==> src/rtl/i2c_step_pkg.sv <==
package i2c_step_pkg;
  typedef enum logic [2:0] {
    ST_IDLE, ST_START, ST_LO, ST_HI, ST_STOP_LO, ST_STOP_HI, ST_STOP_END
  } tx_state_e;

  localparam logic [1:0] ADDR_CTRL = 2'd0;
  localparam logic [1:0] ADDR_STAT = 2'd1;
  localparam logic [1:0] ADDR_BUF  = 2'd2;
  localparam logic [1:0] ADDR_BAUD = 2'd3;

  localparam int CTRL_START_BIT = 0;
  localparam int CTRL_STOP_BIT  = 2;
  localparam int CTRL_ACK_BIT   = 6;
  localparam int STAT_IRQ_BIT   = 0;
  localparam int STAT_WCOL_BIT  = 1;
  localparam int STAT_BUSY_BIT  = 2;
endpackage

==> src/rtl/i2c_phase_tick.sv <==
module i2c_phase_tick #(
  parameter int PHASES = 4
) (
  input  logic clk_i,
  input  logic rst_ni,
  output logic tick_o
);
  localparam int PW = (PHASES > 2) ? $clog2(PHASES) : 1;
  logic [PW-1:0] ph_q;

  always_ff @(posedge clk_i or negedge rst_ni) begin
    if (!rst_ni)                        ph_q <= '0;
    else if (ph_q == PW'(PHASES - 1))   ph_q <= '0;
    else                                ph_q <= ph_q + 1'b1;
  end

  // second and fourth phase of each cycle
  assign tick_o = ph_q[0];
endmodule

==> src/rtl/i2c_baud_cnt.sv <==
module i2c_baud_cnt #(
  parameter int BAUD_W = 7
) (
  input  logic              clk_i,
  input  logic              rst_ni,
  input  logic              tick_i,
  input  logic              load_i,
  input  logic              run_i,
  input  logic [BAUD_W-1:0] reload_i,
  output logic              expire_o
);
  logic [BAUD_W-1:0] cnt_q;

  assign expire_o = run_i && tick_i && (cnt_q == '0);

  always_ff @(posedge clk_i or negedge rst_ni) begin
    if (!rst_ni)              cnt_q <= '0;
    else if (load_i)          cnt_q <= reload_i;
    else if (expire_o)        cnt_q <= reload_i;
    else if (run_i && tick_i) cnt_q <= cnt_q - 1'b1;
  end
endmodule

==> src/rtl/i2c_tx_fsm.sv <==
module i2c_tx_fsm import i2c_step_pkg::*; #(
  parameter int DATA_W = 8
) (
  input  logic              clk_i,
  input  logic              rst_ni,
  input  logic              start_go_i,
  input  logic              stop_go_i,
  input  logic              byte_go_i,
  input  logic [DATA_W-1:0] data_i,
  input  logic              expire_i,
  input  logic              scl_i,
  input  logic              sda_i,
  output logic              run_o,
  output logic              busy_o,
  output logic              in_start_o,
  output logic              in_stop_o,
  output logic              in_byte_o,
  output logic              done_o,
  output logic              ack_o,
  output logic              scl_oe_o,
  output logic              sda_oe_o
);
  localparam int BIT_W = $clog2(DATA_W + 1);

  tx_state_e         st_q;
  logic [DATA_W-1:0] sh_q;
  logic [BIT_W-1:0]  idx_q;
  logic              last_bit;
  logic              wait_high;

  assign last_bit   = (idx_q == BIT_W'(DATA_W));
  assign wait_high  = (st_q == ST_HI) || (st_q == ST_STOP_HI);
  assign busy_o     = (st_q != ST_IDLE);
  assign in_start_o = (st_q == ST_START);
  assign in_byte_o  = (st_q == ST_LO) || (st_q == ST_HI);
  assign in_stop_o  = (st_q == ST_STOP_LO) || (st_q == ST_STOP_HI) || (st_q == ST_STOP_END);
  // counter frozen while a released SCL is still held low
  assign run_o      = busy_o && !(wait_high && !scl_i);
  assign done_o     = expire_i && ((st_q == ST_START) || (st_q == ST_STOP_END) ||
                                   ((st_q == ST_HI) && last_bit));

  always_ff @(posedge clk_i or negedge rst_ni) begin
    if (!rst_ni) begin
      st_q     <= ST_IDLE;
      sh_q     <= '0;
      idx_q    <= '0;
      ack_o    <= 1'b0;
      scl_oe_o <= 1'b0;
      sda_oe_o <= 1'b0;
    end else begin
      unique case (st_q)
        ST_IDLE: begin
          if (start_go_i) begin
            sda_oe_o <= 1'b1;
            st_q     <= ST_START;
          end else if (byte_go_i) begin
            sh_q     <= data_i;
            idx_q    <= '0;
            scl_oe_o <= 1'b1;
            st_q     <= ST_LO;
          end else if (stop_go_i) begin
            scl_oe_o <= 1'b1;
            sda_oe_o <= 1'b1;
            st_q     <= ST_STOP_LO;
          end
        end
        ST_START: if (expire_i) begin
          scl_oe_o <= 1'b1;
          st_q     <= ST_IDLE;
        end
        ST_LO: begin
          // data set up one cycle after SCL fell; ack slot releases SDA
          sda_oe_o <= last_bit ? 1'b0 : ~sh_q[DATA_W-1];
          if (expire_i) begin
            scl_oe_o <= 1'b0;
            st_q     <= ST_HI;
          end
        end
        ST_HI: if (expire_i) begin
          scl_oe_o <= 1'b1;
          if (last_bit) begin
            ack_o <= sda_i;
            st_q  <= ST_IDLE;
          end else begin
            sh_q  <= sh_q << 1;
            idx_q <= idx_q + 1'b1;
            st_q  <= ST_LO;
          end
        end
        ST_STOP_LO: if (expire_i) begin
          scl_oe_o <= 1'b0;
          st_q     <= ST_STOP_HI;
        end
        ST_STOP_HI: if (expire_i) begin
          sda_oe_o <= 1'b0;
          st_q     <= ST_STOP_END;
        end
        ST_STOP_END: if (expire_i) st_q <= ST_IDLE;
        default: st_q <= ST_IDLE;
      endcase
    end
  end
endmodule

==> src/rtl/i2c_step_tx.sv <==
module i2c_step_tx import i2c_step_pkg::*; #(
  parameter int DATA_W = 8,
  parameter int BAUD_W = 7,
  parameter int PHASES = 4
) (
  input  logic              clk_i,
  input  logic              rst_ni,
  input  logic              reg_we_i,
  input  logic [1:0]        reg_addr_i,
  input  logic [DATA_W-1:0] reg_wdata_i,
  output logic [DATA_W-1:0] reg_rdata_o,
  output logic              irq_o,
  output logic              scl_oe_o,
  input  logic              scl_i,
  output logic              sda_oe_o,
  input  logic              sda_i
);
  logic              tick, expire, run, busy, done, ack;
  logic              in_start, in_stop, in_byte;
  logic              start_req, stop_req, buf_wr, stat_wr;
  logic              start_go, stop_go, byte_go, collide;
  logic              irq_q, wcol_q;
  logic [BAUD_W-1:0] reload_q;
  logic [DATA_W-1:0] buf_q;

  assign start_req = reg_we_i && (reg_addr_i == ADDR_CTRL) && reg_wdata_i[CTRL_START_BIT];
  assign stop_req  = reg_we_i && (reg_addr_i == ADDR_CTRL) && reg_wdata_i[CTRL_STOP_BIT];
  assign buf_wr    = reg_we_i && (reg_addr_i == ADDR_BUF);
  assign stat_wr   = reg_we_i && (reg_addr_i == ADDR_STAT);
  assign start_go  = start_req && !busy;
  assign stop_go   = stop_req && !start_req && !busy;
  assign byte_go   = buf_wr && !busy;
  assign collide   = busy && (start_req || stop_req || buf_wr);

  always_ff @(posedge clk_i or negedge rst_ni) begin
    if (!rst_ni) begin
      irq_q    <= 1'b0;
      wcol_q   <= 1'b0;
      reload_q <= '0;
      buf_q    <= '0;
    end else begin
      if (done)                                    irq_q <= 1'b1;
      else if (stat_wr && !reg_wdata_i[STAT_IRQ_BIT])  irq_q <= 1'b0;
      if (collide)                                 wcol_q <= 1'b1;
      else if (stat_wr && !reg_wdata_i[STAT_WCOL_BIT]) wcol_q <= 1'b0;
      if (reg_we_i && (reg_addr_i == ADDR_BAUD))   reload_q <= reg_wdata_i[BAUD_W-1:0];
      if (byte_go)                                 buf_q <= reg_wdata_i;
    end
  end

  assign irq_o = irq_q;

  always_comb begin
    reg_rdata_o = '0;
    unique case (reg_addr_i)
      ADDR_CTRL: begin
        reg_rdata_o[CTRL_START_BIT] = in_start;
        reg_rdata_o[CTRL_STOP_BIT]  = in_stop;
        reg_rdata_o[CTRL_ACK_BIT]   = ack;
      end
      ADDR_STAT: begin
        reg_rdata_o[STAT_IRQ_BIT]  = irq_q;
        reg_rdata_o[STAT_WCOL_BIT] = wcol_q;
        reg_rdata_o[STAT_BUSY_BIT] = busy;
      end
      ADDR_BUF:  reg_rdata_o = buf_q;
      default:   reg_rdata_o[BAUD_W-1:0] = reload_q;
    endcase
  end

  i2c_phase_tick #(.PHASES(PHASES)) u_tick (
    .clk_i(clk_i), .rst_ni(rst_ni), .tick_o(tick)
  );

  i2c_baud_cnt #(.BAUD_W(BAUD_W)) u_baud (
    .clk_i(clk_i), .rst_ni(rst_ni), .tick_i(tick),
    .load_i(start_go || stop_go || byte_go), .run_i(run),
    .reload_i(reload_q), .expire_o(expire)
  );

  i2c_tx_fsm #(.DATA_W(DATA_W)) u_fsm (
    .clk_i(clk_i), .rst_ni(rst_ni),
    .start_go_i(start_go), .stop_go_i(stop_go), .byte_go_i(byte_go),
    .data_i(reg_wdata_i), .expire_i(expire), .scl_i(scl_i), .sda_i(sda_i),
    .run_o(run), .busy_o(busy), .in_start_o(in_start), .in_stop_o(in_stop),
    .in_byte_o(in_byte), .done_o(done), .ack_o(ack),
    .scl_oe_o(scl_oe_o), .sda_oe_o(sda_oe_o)
  );
endmodule

==> config.mk <==
export PLATFORM = sky130hd
export DESIGN_NAME = i2c_step_tx
export DESIGN_NICKNAME = d
export VERILOG_FILES = /design/src/rtl/i2c_step_pkg.sv /design/src/rtl/i2c_phase_tick.sv /design/src/rtl/i2c_baud_cnt.sv /design/src/rtl/i2c_tx_fsm.sv /design/src/rtl/i2c_step_tx.sv
export SDC_FILE = /design/constraint.sdc
export NUM_CORES = 1
export LEC_CHECK = 0
export ABC_AREA = 1
export CAP_MARGIN = 20
export CORE_MARGIN = 2
export CORE_UTILIZATION = 42
export CTS_CLUSTER_DIAMETER = 100
export DETAILED_ROUTE_END_ITERATION = 7
export PLACE_DENSITY_LB_ADDON = 0.05
export RECOVER_POWER = 50
export SETUP_SLACK_MARGIN = 0.1
export SYNTH_ARGS = -nofsm -noshare
export SYNTH_HDL_FRONTEND = slang
export SYNTH_SLANG_ARGS = --single-unit
==> constraint.sdc <==
create_clock -name clk_i -period 3 [get_ports clk_i]
set_input_delay 0.6 -clock clk_i [delete_from_list [all_inputs] [get_ports clk_i]]
set_output_delay 0.6 -clock clk_i [all_outputs]
set_load 0.02 [all_outputs]
==> results.cfg <==
[run_status]
status = complete, but fails checks
violations_in_the_final_reports = capacitance limit, slew limit

[sta]
grt_setup_unrepaired = no
finalSetupViolations = 0
timing.slew.headroom_pct = -21.24
minimum_clock_period_after_layout_ns = 2.785
slew_viol_final = 38
worst_clock_skew_ns = 0.008481
final-hold-violation-count = 0
totalNegativeSetupSlack_ns = 0
tightest_slew_ns = 1.819
maxClockFrequency_mhz = 359.0
layout_worst_path_cycle_share_pct = 92.84
postLayoutSetupSlackWorst_ns = 0.2147

[grt]
grt_antenna_before_repair = 0
wire_length_of_the_first_global_routing_pass_um = 9853
largest_net_degree_at_the_start_of_global_routing = 45
track_usage_pct = 19.59
number_of_global_route_vias_before_repair = 2077
grt-ovfl-total = 0

[drt]
detailedRoute.firstIterationViolations = 157
drt_first_pass_iters = 4
drt-vias-per-instance = 4.988
avgRoutedWirePerCell_um = 13.43
ant_nets = 0
post-route-drc-count = 0
postRouteWirelength_um = 5801
route.vias.total = 2155

[layout]
antenna_cells = 0
drive_above_1_share_pct = 10.92
layout_common_cells = sky130_fd_sc_hd__nand2_1 (105), sky130_fd_sc_hd__dfrtp_1 (44), sky130_fd_sc_hd__inv_1 (37)
nets = 375
final_core_util_pct = 50.45
final_common_cell = sky130_fd_sc_hd__nand2_1
post_layout_nonfiller_instances = 432
area_growth_pct = 16.27

[clocking]
insertion_delay_ns = 0.30
cts_tree = built
cts_num_sinks = 44
clk_pin_slew_worst_paths_ns = 0.09
cts.path.max_buffers = 2
tritoncts.num_buffers = 5
clk_root_buffer_cell = sky130_fd_sc_hd__clkbuf_8
cts-htree-levels = 2

[logic_synthesis]
yosysWarningCount = 0
synth_enable_flop_cells = 0
syn-cell-area_um2 = 2554
synthSimpleGateAreaFrac_pct = 31.85
yosysTopAreaCell = sky130_fd_sc_hd__dfrtp_1
synth.area.top_cells = sky130_fd_sc_hd__dfrtp_1 (43%), sky130_fd_sc_hd__nand2_1 (15%), sky130_fd_sc_hd__o21ai_0 (6.3%), sky130_fd_sc_hd__inv_1 (5.4%), sky130_fd_sc_hd__nand3_1 (4.7%)
synth.mux.area_fraction_pct = 0.3920
compound_cell_area_share_of_the_yosys_netlist_pct = 13.47
synth-seq-area-share_pct = 43.12
avgSynthCellArea_um2 = 7.715
synth-main-ff-cell = sky130_fd_sc_hd__dfrtp_1
synth-seq-cells = 44
netlist.area_leader.share_pct = 43.12
synth_xor_xnor_area_share_pct = 0.6859
postSynthCellCount = 331
async_flop_share_pct = 100.0
synth_top_family_by_area = simple AND/OR/NAND/NOR gates
netlist-cell-type-count = 38
synth_fa_ha_area_share_pct = 1.960
mappedNetlistNets = 350

[placement]
pre_cts_slack_ns = 0.01702
weighted_congestion_reported_at_the_end_of_routability_driven_placement = 0.9141
numPlacedInstances = 423
dp_hpwl_um = 4339
port_buffers = 25

[critical_path]
worstPathMaxFanout = 5
critical_path_required_ns = 2.40
worst-endpoint-arrival_ns = 2.19
regToRegSetupSlack_ns = 0.87
timing.setup.critical_path_class = primary input to primary output
reg2reg_from = u_fsm.st_q[1]
reg2regPathDepth = 9
startpoint_type = primary input
critPathCaptureType = primary output
crit-reg2reg-capture = u_fsm.idx_q[3]

[min_path]
holdCritPathClass = primary input to asynchronous set/reset pin

[flow_run]
maxCapViolCount = 1

[floorplan]
chip_height_um = 81.98
width_of_the_die_um = 81.98
initial_core_util_pct = 43.39
total_core_area_um2 = 5886
num_io_pins = 26
core.rowCount = 28
design.die.area_um2 = 6720

[power]
p_per_area_nw_per_um2 = 831.0
vdd_drop_max_mv = 0.3599
cellLeakagePower_nw = 1.528
[metal layers]
metal  GRT usage [%]  wire (um)  vias to the layer above
met2           31.79       2728                       30
met4           8.167        117                        0
met3           3.736        174                       12
met1           25.59       2780                      986
met5               0          0                        -
li1                -          -                     1127
[registers in the layout (all words and copies together), names as in the netlist]
signal and flops:
buf_q 8, u_fsm.sh_q 8, reload_q 7, u_baud.cnt_q 7, u_fsm.idx_q 4, u_fsm.st_q 3, u_tick.ph_q 2, irq_o 1
u_fsm.ack_o 1, u_fsm.scl_oe_o 1, u_fsm.sda_oe_o 1, wcol_q 1
[where the power goes]
| part | switching [mW] | internal [mW] |
|---|---|---|
| clock | 0.213 | 0.272 |
| combinational | 0.628 | 0.411 |
| sequential | 0.150 | 0.793 |
[worst max-delay path, cell delays in order]
cell	delay [ns]
sky130_fd_sc_hd__clkdlybuf4s50_1	0.57
sky130_fd_sc_hd__nand2_1	0.17
sky130_fd_sc_hd__o21ai_0	0.20
sky130_fd_sc_hd__clkdlybuf4s50_1	0.64
[cells by family (layout without fill, tap and decap cells)]
family / count (synthesis) / count (layout)
AOI/OAI and AO/OA: 54 / 54
buffers and inverters: 51 / 77
adders and majority gates: 4 / 4
DFF: 44 / 44
and+or+nand+nor: 175 / 175
muxes: 1 / 1
xor gates and xnor gates: 2 / 2
[timing repair]
| action | in CTS | in global routing |
|---|---|---|
| resized for setup | 2 | 3 |
| buffers inserted | 0 | 0 |
| hold buffers | 0 | 0 |
| setup endpoints to repair | 2 | 3 |
[worst max-delay path by stage]
| stage | startpoint | endpoint | slack (ns) | cells past startpoint |
|---|---|---|---|---|
| 2_1_floorplan | reg_addr_i[1] | reg_rdata_o[2] | 0.80 | 3 |
| 3_3_place_gp | reg_addr_i[0] | reg_rdata_o[2] | 0.08 | 5 |
| 3_5_place_dp | reg_addr_i[0] | reg_rdata_o[2] | 0.02 | 5 |
| 4_1_cts | reg_addr_i[0] | reg_rdata_o[0] | 0.12 | 6 |
| 5_1_grt | reg_addr_i[1] | reg_rdata_o[4] | 0.12 | 6 |
| 6_report | reg_addr_i[0] | reg_rdata_o[3] | 0.21 | 4 |
[synth_stat cells (2+ instances only)]
cell type and number:
sky130_fd_sc_hd__inv_1 37, sky130_fd_sc_hd__nor2_4 5, sky130_fd_sc_hd__ha_1 4, sky130_fd_sc_hd__nand3b_1 2, sky130_fd_sc_hd__buf_6 2, sky130_fd_sc_hd__nand2_1 104, sky130_fd_sc_hd__inv_2 5, sky130_fd_sc_hd__a21oi_1 2
sky130_fd_sc_hd__nor2_2 2, sky130_fd_sc_hd__nand3_1 24, sky130_fd_sc_hd__buf_4 2, sky130_fd_sc_hd__nor3_1 4, sky130_fd_sc_hd__nand3_2 2, sky130_fd_sc_hd__o211ai_1 2, sky130_fd_sc_hd__o21ai_0 32, sky130_fd_sc_hd__nand4_1 9
sky130_fd_sc_hd__nor2_1 17, sky130_fd_sc_hd__dfrtp_1 44, sky130_fd_sc_hd__nand2_2 2, sky130_fd_sc_hd__nand2_4 2, sky130_fd_sc_hd__o21ai_2 9, sky130_fd_sc_hd__clkbuf_1 3
[area by class of cell]
class,instances,area [um^2]
inverters,43,163.9
multi-input cells,236,1230
clock buffers,6,82.58
well taps,75,93.84
flip-flops and latches,44,1101
clock inverters,2,38.79
fillers,609,2917
repair buffers,26,259.0
[per-stage QoR]
stage | power (mW) | hold WS, ns | area [um^2]
finish | 2.467 | 0.1824 | 2969
global route | 2.709 | 0.2062 | 2969
detailed placement | 2.008 | 0.4587 | 2839
floorplan | 1.729 | 0.3044 | 2554
global placement | 2.006 | 0.4509 | 2839
CTS | 2.497 | 0.4797 | 2958
Power figures use the tool's default switching activity.
